**src/rtl/plsr_pkg.sv**
```systemverilog
package plsr_pkg;

  // What a rising clock edge does to the chain.
  typedef enum logic [1:0] {
    STEP_HOLD  = 2'd0,
    STEP_SHIFT = 2'd1,
    STEP_LOAD  = 2'd2
  } step_e;

  // Hold beats mode; mode then picks shift or load.
  function automatic step_e decode_step(input logic hold, input logic shift_sel);
    if (hold)           return STEP_HOLD;
    else if (shift_sel) return STEP_SHIFT;
    else                return STEP_LOAD;
  endfunction

  // Next value of one stage for a given step.
  function automatic logic next_bit(input step_e step, input logic cur,
                                    input logic chain_in, input logic par_in);
    case (step)
      STEP_SHIFT: return chain_in;
      STEP_LOAD:  return par_in;
      default:    return cur;
    endcase
  endfunction

endpackage

```
**src/rtl/plsr_ctrl.sv**
```systemverilog
module plsr_ctrl
  import plsr_pkg::*;
(
  input  logic  hold_i,
  input  logic  shift_sel_i,
  output step_e step_o,
  output logic  adv_o,
  output logic  do_shift_o,
  output logic  do_load_o
);

  step_e step;

  always_comb begin
    step = decode_step(hold_i, shift_sel_i);
  end

  assign step_o     = step;
  assign adv_o      = (step != STEP_HOLD);
  assign do_shift_o = (step == STEP_SHIFT);
  assign do_load_o  = (step == STEP_LOAD);

endmodule

```
**src/rtl/plsr_cell.sv**
```systemverilog
module plsr_cell
  import plsr_pkg::*;
(
  input  logic  clk,
  input  logic  clr_n,
  input  step_e step_i,
  input  logic  chain_bit_i,
  input  logic  par_bit_i,
  output logic  q_o
);

  logic q_q;

  always_ff @(posedge clk or negedge clr_n) begin
    if (!clr_n) q_q <= 1'b0;
    else        q_q <= next_bit(step_i, q_q, chain_bit_i, par_bit_i);
  end

  assign q_o = q_q;

endmodule

```
**src/rtl/plsr_core.sv**
```systemverilog
module plsr_core
  import plsr_pkg::*;
#(
  parameter int WIDTH = 8
) (
  input  logic             clk,
  input  logic             clr_n,
  input  logic             hold_i,
  input  logic             shift_sel_i,
  input  logic             ser_i,
  input  logic [WIDTH-1:0] par_i,
  output logic             ser_o,
  output logic [WIDTH-1:0] stage_o
);

  localparam int LAST = WIDTH - 1;

  step_e            step;
  logic             do_adv;
  logic             do_shift;
  logic             do_load;
  logic [WIDTH-1:0] stage_q;
  logic [WIDTH-1:0] chain;

  plsr_ctrl u_ctrl (
    .hold_i      (hold_i),
    .shift_sel_i (shift_sel_i),
    .step_o      (step),
    .adv_o       (do_adv),
    .do_shift_o  (do_shift),
    .do_load_o   (do_load)
  );

  for (genvar i = 0; i < WIDTH; i++) begin : g_stage
    if (i == 0) begin : g_head
      assign chain[i] = ser_i;
    end else begin : g_body
      assign chain[i] = stage_q[i-1];
    end

    plsr_cell u_cell (
      .clk         (clk),
      .clr_n       (clr_n),
      .step_i      (step),
      .chain_bit_i (chain[i]),
      .par_bit_i   (par_i[i]),
      .q_o         (stage_q[i])
    );
  end

  assign ser_o   = stage_q[LAST];
  assign stage_o = stage_q;


  clr_zero_chk: assert property (@(posedge clk)
    !clr_n |-> (stage_o == '0) && !ser_o);


  shift_step_chk: assert property (@(posedge clk) disable iff (!clr_n)
    do_shift |=> (stage_o[0] == $past(ser_i)) && (ser_o == $past(stage_o[LAST-1])));


  load_take_chk: assert property (@(posedge clk) disable iff (!clr_n)
    do_load |=> (stage_o == $past(par_i)));


  hold_keep_chk: assert property (@(posedge clk) disable iff (!clr_n)
    (hold_i && !do_adv) |=> $stable(stage_o));

endmodule

```
**config.mk**
```make
export PLATFORM = sky130hd
export DESIGN_NAME = plsr_core
export DESIGN_NICKNAME = d
export VERILOG_FILES = /design/src/rtl/plsr_pkg.sv /design/src/rtl/plsr_ctrl.sv /design/src/rtl/plsr_cell.sv /design/src/rtl/plsr_core.sv
export SDC_FILE = /design/constraint.sdc
export NUM_CORES = 1
export LEC_CHECK = 0
export ABC_CLOCK_PERIOD_IN_PS = 800
export BUFFER_PORTS_ARGS = -buffer_cell sky130_fd_sc_hd__clkbuf_2
export CAP_MARGIN = 30
export CORE_AREA = 2 2 39 41
export CTS_CLUSTER_SIZE = 20
export DETAILED_ROUTE_END_ITERATION = 7
export DIE_AREA = 0 0 41 43
export PLACE_DENSITY = 0.63
export SLEW_MARGIN = 20
export SYNTH_ARGS = -nofsm -noshare
export SYNTH_HDL_FRONTEND = slang
export SYNTH_SLANG_ARGS = --single-unit
```
**constraint.sdc**
```tcl
create_clock -name clk -period 0.8 [get_ports clk]
set_input_delay 0.12 -clock clk [delete_from_list [all_inputs] [get_ports clk]]
set_output_delay 0.12 -clock clk [all_outputs]
set_load 0.1 [all_outputs]
```
==> results of run 1 <==
==> placed cells by master, fill, tap and decap left out <==
cell type and count:
dlygate4sd3_1 1, clkbuf_2 12, dfrtp_1 7, clkbuf_1 1
buf_12 9, nand2_1 8, dfrtp_4 1, buf_6 7
clkbuf_4 3, mux2i_1 8, o21ai_1 8
==> per-stage QoR <==
step	instance area, sq um	worst slack [ns]
6_report	729	-0.252
5_1_grt	729	-0.282
4_1_cts	707	-0.260
3_5_place_dp	614	-0.0358
3_3_place_gp	614	0.0124
2_1_floorplan	449	-0.152
==> report_power, final <==
group,switching [W],internal [W],total (W)
Combinational,0.000547,0.000363,0.000910
Sequential,0.0000714,0.000460,0.000532
Clock,0.000129,0.000190,0.000319
Total,0.000748,0.00101,0.00176
==> per-layer routing <==
metal / routed length [um] / track usage (%) / vias to the layer above
met1: 351 / 11.3 / 170
li1: - / - / 180
met4: 0 / 4.00 / 0
met5: 0 / 0 / -
met3: 42 / 4.71 / 0
met2: 550 / 20.0 / 12
==> cell type report <==
type | count | area share, %
Clock buffer | 4 | 3.60
Tap cell | 16 | 2.74
Timing Repair Buffer | 29 | 45.1
Multi-Input combinational cell | 24 | 20.6
Sequential cell | 8 | 28.0
==> logic make-up after synthesis <==
kind of cell | after synthesis | share of synthesized area (%)
buf+inv | 10 | 19.1
mux | 8 | 18.5
flops | 8 | 46.2
simple gates | 8 | 6.94
compound gates | 8 | 9.25
==> final timing paths <==
kind,to,from
worst max-delay path,ser_o,g_stage[7].u_cell.q_o
worst min register to register,g_stage[7].u_cell.q_o,g_stage[7].u_cell.q_o
worst min-delay path,g_stage[5].u_cell.q_o,par_i[5]
min in group asynchronous,g_stage[2].u_cell.q_o,clr_n
max in group asynchronous,g_stage[7].u_cell.q_o,clr_n
worst max register to register,g_stage[3].u_cell.q_o,g_stage[2].u_cell.q_o
==> worst register-to-register path, cell delays in order, from the launching register on <==
cell and delay (ns):
dfrtp_1 0.42, buf_6 0.13, mux2i_1 0.14, o21ai_1 0.09
==> what timing repair did <==
action	4_1_cts	5_1_grt
hold buffers	1	0
gates resized for setup	1	6
setup buffers	7	0
endpoints found under the hold margin	8	0
cloned	0	0
pin swaps	1	3
setup endpoints to repair	10	17
==> results.sh, run 1 <==
export IMPL_irDropWorstVdd_mv=1.06
export IMPL_area_growth_pct=68.5
export IMPL_core_area_sq_um=1380
export IMPL_drive_above_1_share_pct=49.2
export IMPL_insertion_delay_ns=0.25
export IMPL_yosysSeqAreaShare_pct=46.2
export IMPL_min_period_over_period_pct=132
export IMPL_hold_path_class="in2reg"
export IMPL_cts_tree="done"
export IMPL_clockBufferDepth=2
export IMPL_critPathRequiredTime_ns=0.68
export IMPL_fp_dieArea_sq_um=1760
export IMPL_cp_top_family="flip-flops"
export IMPL_postRouteAntennaNets=0
export IMPL_syn_avg_cell_area_sq_um=10.3
export IMPL_via_count=362
export IMPL_status="finished with violations"
export IMPL_yosysTopAreaCellShare_pct=46.2
export IMPL_power_density_nw_per_um2=2410
export IMPL_fin_nets=79
export IMPL_max_slew_margin_pct=80.5
export IMPL_grt_pass1_vias=345
export IMPL_numPortBuffers=21
export IMPL_cts_root_buffer="clkbuf_4"
export IMPL_die_h_um=43
export IMPL_path_depth=1
export IMPL_synth_seq_cells=8
export IMPL_utilization_pct=52.7
export IMPL_drt_iter0_markers=5
export IMPL_gr_total_overflow=0
export IMPL_antenna_found_initial=0
export IMPL_violations="setup timing"
export IMPL_min_period_ns=1.05
export IMPL_reg2reg_depth=3
export IMPL_leakagePower_nw=0.362
export IMPL_synth_main_ff_cell="dfrtp_1"
export IMPL_rsz0062_at_grt="yes"
export IMPL_total_power_w=0.00176
export IMPL_synth_edff_count=0
export IMPL_max_freq_mhz=950
export IMPL_holdPathStages=3
export IMPL_drcViolationCount=0
export IMPL_cp_max_fo=3
export IMPL_crit_arrival_ns=0.93
export IMPL_cpMaxStageDelayCell="dfrtp_4"
export IMPL_cts_sinks=8
export IMPL_worst_setup_hold_path_clk_slew_ns=0.06
export IMPL_async_flop_share_pct=100
export IMPL_yosysTopAreaCell="dfrtp_1"
export IMPL_tightest_slew_ns=0.293
export IMPL_wire_per_inst_um=11.7
export IMPL_finalWeightedCongestion=0.699
export IMPL_rows=14
export IMPL_grt_usage_pct=11.5
export IMPL_die_w_um=41
export IMPL_num_antenna_cells=0
export IMPL_startpoint_type="flop"
export IMPL_final_hold_viol_count=0
export IMPL_cap_viol_max_count=0
export IMPL_holdWs_ns=0.143
export IMPL_syn_nets=55
export IMPL_register_area_sq_um=204
export IMPL_largest_register_ffs=8
export IMPL_max_stage_delay_ns=0.51
export IMPL_end_kind="primary output"
export IMPL_cts_htree_levels=1
export IMPL_setup_viol=17
export IMPL_dp_hpwl_um=636
export IMPL_ys_top_cells_by_area="dfrtp_1 46%, mux2i_1 18%, buf_4 14%, o21ai_1 9.2%, nand2_1 6.9%"
export IMPL_grt_max_degree=17
export IMPL_finClkSkew_ns=0.00654
export IMPL_synth_distinct_cells=6
export IMPL_multi_input_area_sq_um=150
export IMPL_routed_wirelength_um=944
export IMPL_crit_chain="buf_12"
export IMPL_worst_slack_ns=-0.252
export IMPL_synth_area_sq_um=433
export IMPL_drt_pass1_iter_count=4
export IMPL_fillers=119
export IMPL_regToRegSetupSlack_ns=-0.10
export IMPL_grt_pass1_wl_mm=1.37
export IMPL_synth_warnings=0
export IMPL_final_setup_tns_ns=-2.27
export IMPL_cts_inserted_buffers=3
export IMPL_via_per_inst=4.47
export IMPL_worst_path_buf_inv=1
export IMPL_io_pins=22
export IMPL_slew_violations=0
export IMPL_fin_cells=81
export IMPL_dp_cells=69
export IMPL_critical_path_class="reg2out"
export IMPL_synth_common_cells="8 x buf_4, 8 x dfrtp_1, 8 x mux2i_1, 8 x nand2_1, 8 x o21ai_1"
export IMPL_initial_core_util_pct=31.3
export IMPL_synth_cells=42
Power figures use the tool's default switching activity.
==> run 2: changes to the inputs <==
Settings changed: ABC_CLOCK_PERIOD_IN_PS 800 to 1100, CAP_MARGIN 30 to not set.
Clock period 0.8 ns to 1.1 ns, I/O delays scaled along.
==> run 2 against run 1 <==
Net effect: sequential share of layout area is 3.4 points higher; worst setup slack improved by 0.25 ns; clock power decreased by 24%; critical endpoint is now stage_o[7]; first-iteration DRC count rose by 100%; largest cell class unchanged; the run now ends clean; worst hold slack improved by 0.041 ns; highest routed layer is now met4; non-clock buffer count fell by 7; sequential cell count stayed put; utilization down 5.7 points; largest power group unchanged.
==> results.sh, run 2 (same netlist as run 1, synthesis figures left out) <==
export IMPL_cp_max_fo=3
export IMPL_worst_path_buf_inv=1
export IMPL_wl_met2_um=394
export IMPL_final_setup_tns_ns=0
export IMPL_grt_max_degree=17
export IMPL_worst_setup_hold_path_clk_slew_ns=0.06
export IMPL_cts_tree="done"
export IMPL_startpoint_type="flop"
export IMPL_max_slew_margin_pct=82.4
export IMPL_setup_viol=0
export IMPL_clockBufferDepth=2
export IMPL_grt_usage_pct=11.6
export IMPL_finClkSkew_ns=0.00266
export IMPL_initial_core_util_pct=31.3
export IMPL_area_growth_pct=50.3
export IMPL_numPortBuffers=21
export IMPL_gr_total_overflow=0
export IMPL_status="finished, final reports clean"
export IMPL_fin_nets=72
export IMPL_cts_inserted_buffers=3
export IMPL_rsz0062_at_grt="yes"
export IMPL_power_density_nw_per_um2=1860
export IMPL_irDropWorstVdd_mv=0.785
export IMPL_cts_resized=0
export IMPL_final_common_cell="clkbuf_2"
export IMPL_finalWeightedCongestion=0.653
export IMPL_insertion_delay_ns=0.25
export IMPL_cts_root_buffer="clkbuf_4"
export IMPL_crit_arrival_ns=0.93
export IMPL_via_count=320
export IMPL_via_per_inst=4.32
export IMPL_die_h_um=43
export IMPL_critical_path_class="reg2out"
export IMPL_end_kind="primary output"
export IMPL_crit_chain="buf_12"
export IMPL_critPathRequiredTime_ns=0.94
export IMPL_wire_per_inst_um=10.7
export IMPL_grt_pass1_vias=306
export IMPL_final_cell_mix="12 x clkbuf_2, 9 x buf_12, 8 x mux2i_1, 8 x nand2_1, 8 x o21ai_1"
export IMPL_grt_pass1_wl_mm=1.26
export IMPL_fin_area_sq_um=651
export IMPL_final_hold_viol_count=0
export IMPL_drive_above_1_share_pct=43.1
export IMPL_cts_sinks=8
export IMPL_core_area_sq_um=1380
export IMPL_num_antenna_cells=0
export IMPL_cp_top_family="flip-flops"
export IMPL_cap_viol_max_count=0
export IMPL_max_stage_delay_ns=0.50
export IMPL_drt_iter0_markers=10
export IMPL_met3RoutedLength_um=57
export IMPL_slew_violations=0
export IMPL_postPlaceCellArea_sq_um=614
export IMPL_cts_htree_levels=1
export IMPL_wl_met1_um=319
export IMPL_cpMaxStageDelayCell="dfrtp_4"
export IMPL_drt_pass1_iter_count=4
export IMPL_hold_path_class="in2reg"
export IMPL_max_freq_mhz=910
export IMPL_min_period_ns=1.10
export IMPL_tightest_slew_ns=0.265
export IMPL_io_pins=22
export IMPL_top_layer_used="met4"
export IMPL_die_w_um=41
export IMPL_drcViolationCount=0
export IMPL_rows=14
export IMPL_largest_register_ffs=8
export IMPL_antenna_found_initial=0
export IMPL_leakagePower_nw=0.320
export IMPL_min_period_over_period_pct=99.9
export IMPL_fp_dieArea_sq_um=1760
export IMPL_routed_wirelength_um=793
export IMPL_postRouteAntennaNets=0
run 2: cell types whose count changed in the layout (fill, tap and decap cells not counted):
cell,before,now
buf_6,7,0
run 2: metal layers:
layer  vias to the layer above  global-route usage, %
li1                        163                      -
met1                       143                   13.0
met2                        12                   15.9
met3                         2                   3.14
met4                         0                   12.0
met5                         -                      0
run 2: cell type report:
| class | count | area [sq um] |
|---|---|---|
| clock buffer | 4 | 26.3 |
| fill | 134 | 733 |
| multi-input combinational | 24 | 150 |
| sequential | 8 | 204 |
| tap | 16 | 20.0 |
| timing repair buffer | 22 | 250 |
run 2: power breakdown:
part | leakage [nW] | total [W] | switching, W | internal, W
Combinational | 0.207 | 0.000582 | 0.000375 | 0.000207
Sequential | 0.0979 | 0.000387 | 0.0000527 | 0.000335
Clock | 0.0150 | 0.000243 | 0.000104 | 0.000139
run 2: path summary, 6_finish.rpt:
check / slack, ns / end / startpoint / cells after the start
setup / recovery: 0.0006 / stage_o[7] / g_stage[7].u_cell.q_o / 1
hold / removal: 0.18 / g_stage[3].u_cell.q_o / par_i[3] / 3
setup reg to reg: 0.32 / g_stage[2].u_cell.q_o / g_stage[1].u_cell.q_o / 2
hold reg to reg: 0.58 / g_stage[1].u_cell.q_o / g_stage[1].u_cell.q_o / 2
max in group asynchronous: 0.61 / g_stage[7].u_cell.q_o / clr_n / 2
min in group asynchronous: 0.29 / g_stage[1].u_cell.q_o / clr_n / 2
run 2: repair_timing:
item                                    CTS  global route
endpoints found under the hold margin     8             0
cloned                                    0             0
endpoints found under the setup margin    2             2
buffers inserted                          0             0
hold buffers                              1             0
run 2: per-stage QoR:
stage	worst slack (ns)	total power [W]	cells	hold WS, ns	utilization [%]
after CTS	-0.00813	0.00122	74	0.182	47.0
after global placement	0.272	0.000970	69	0.0211	44.4
after global routing	-0.0282	0.00127	74	0.188	47.0
after floorplan	0.0600	0.000802	42	-0.131	-
final	0.000595	0.00121	74	0.185	47.0
after detailed placement	0.237	0.000977	69	0.0259	44.4
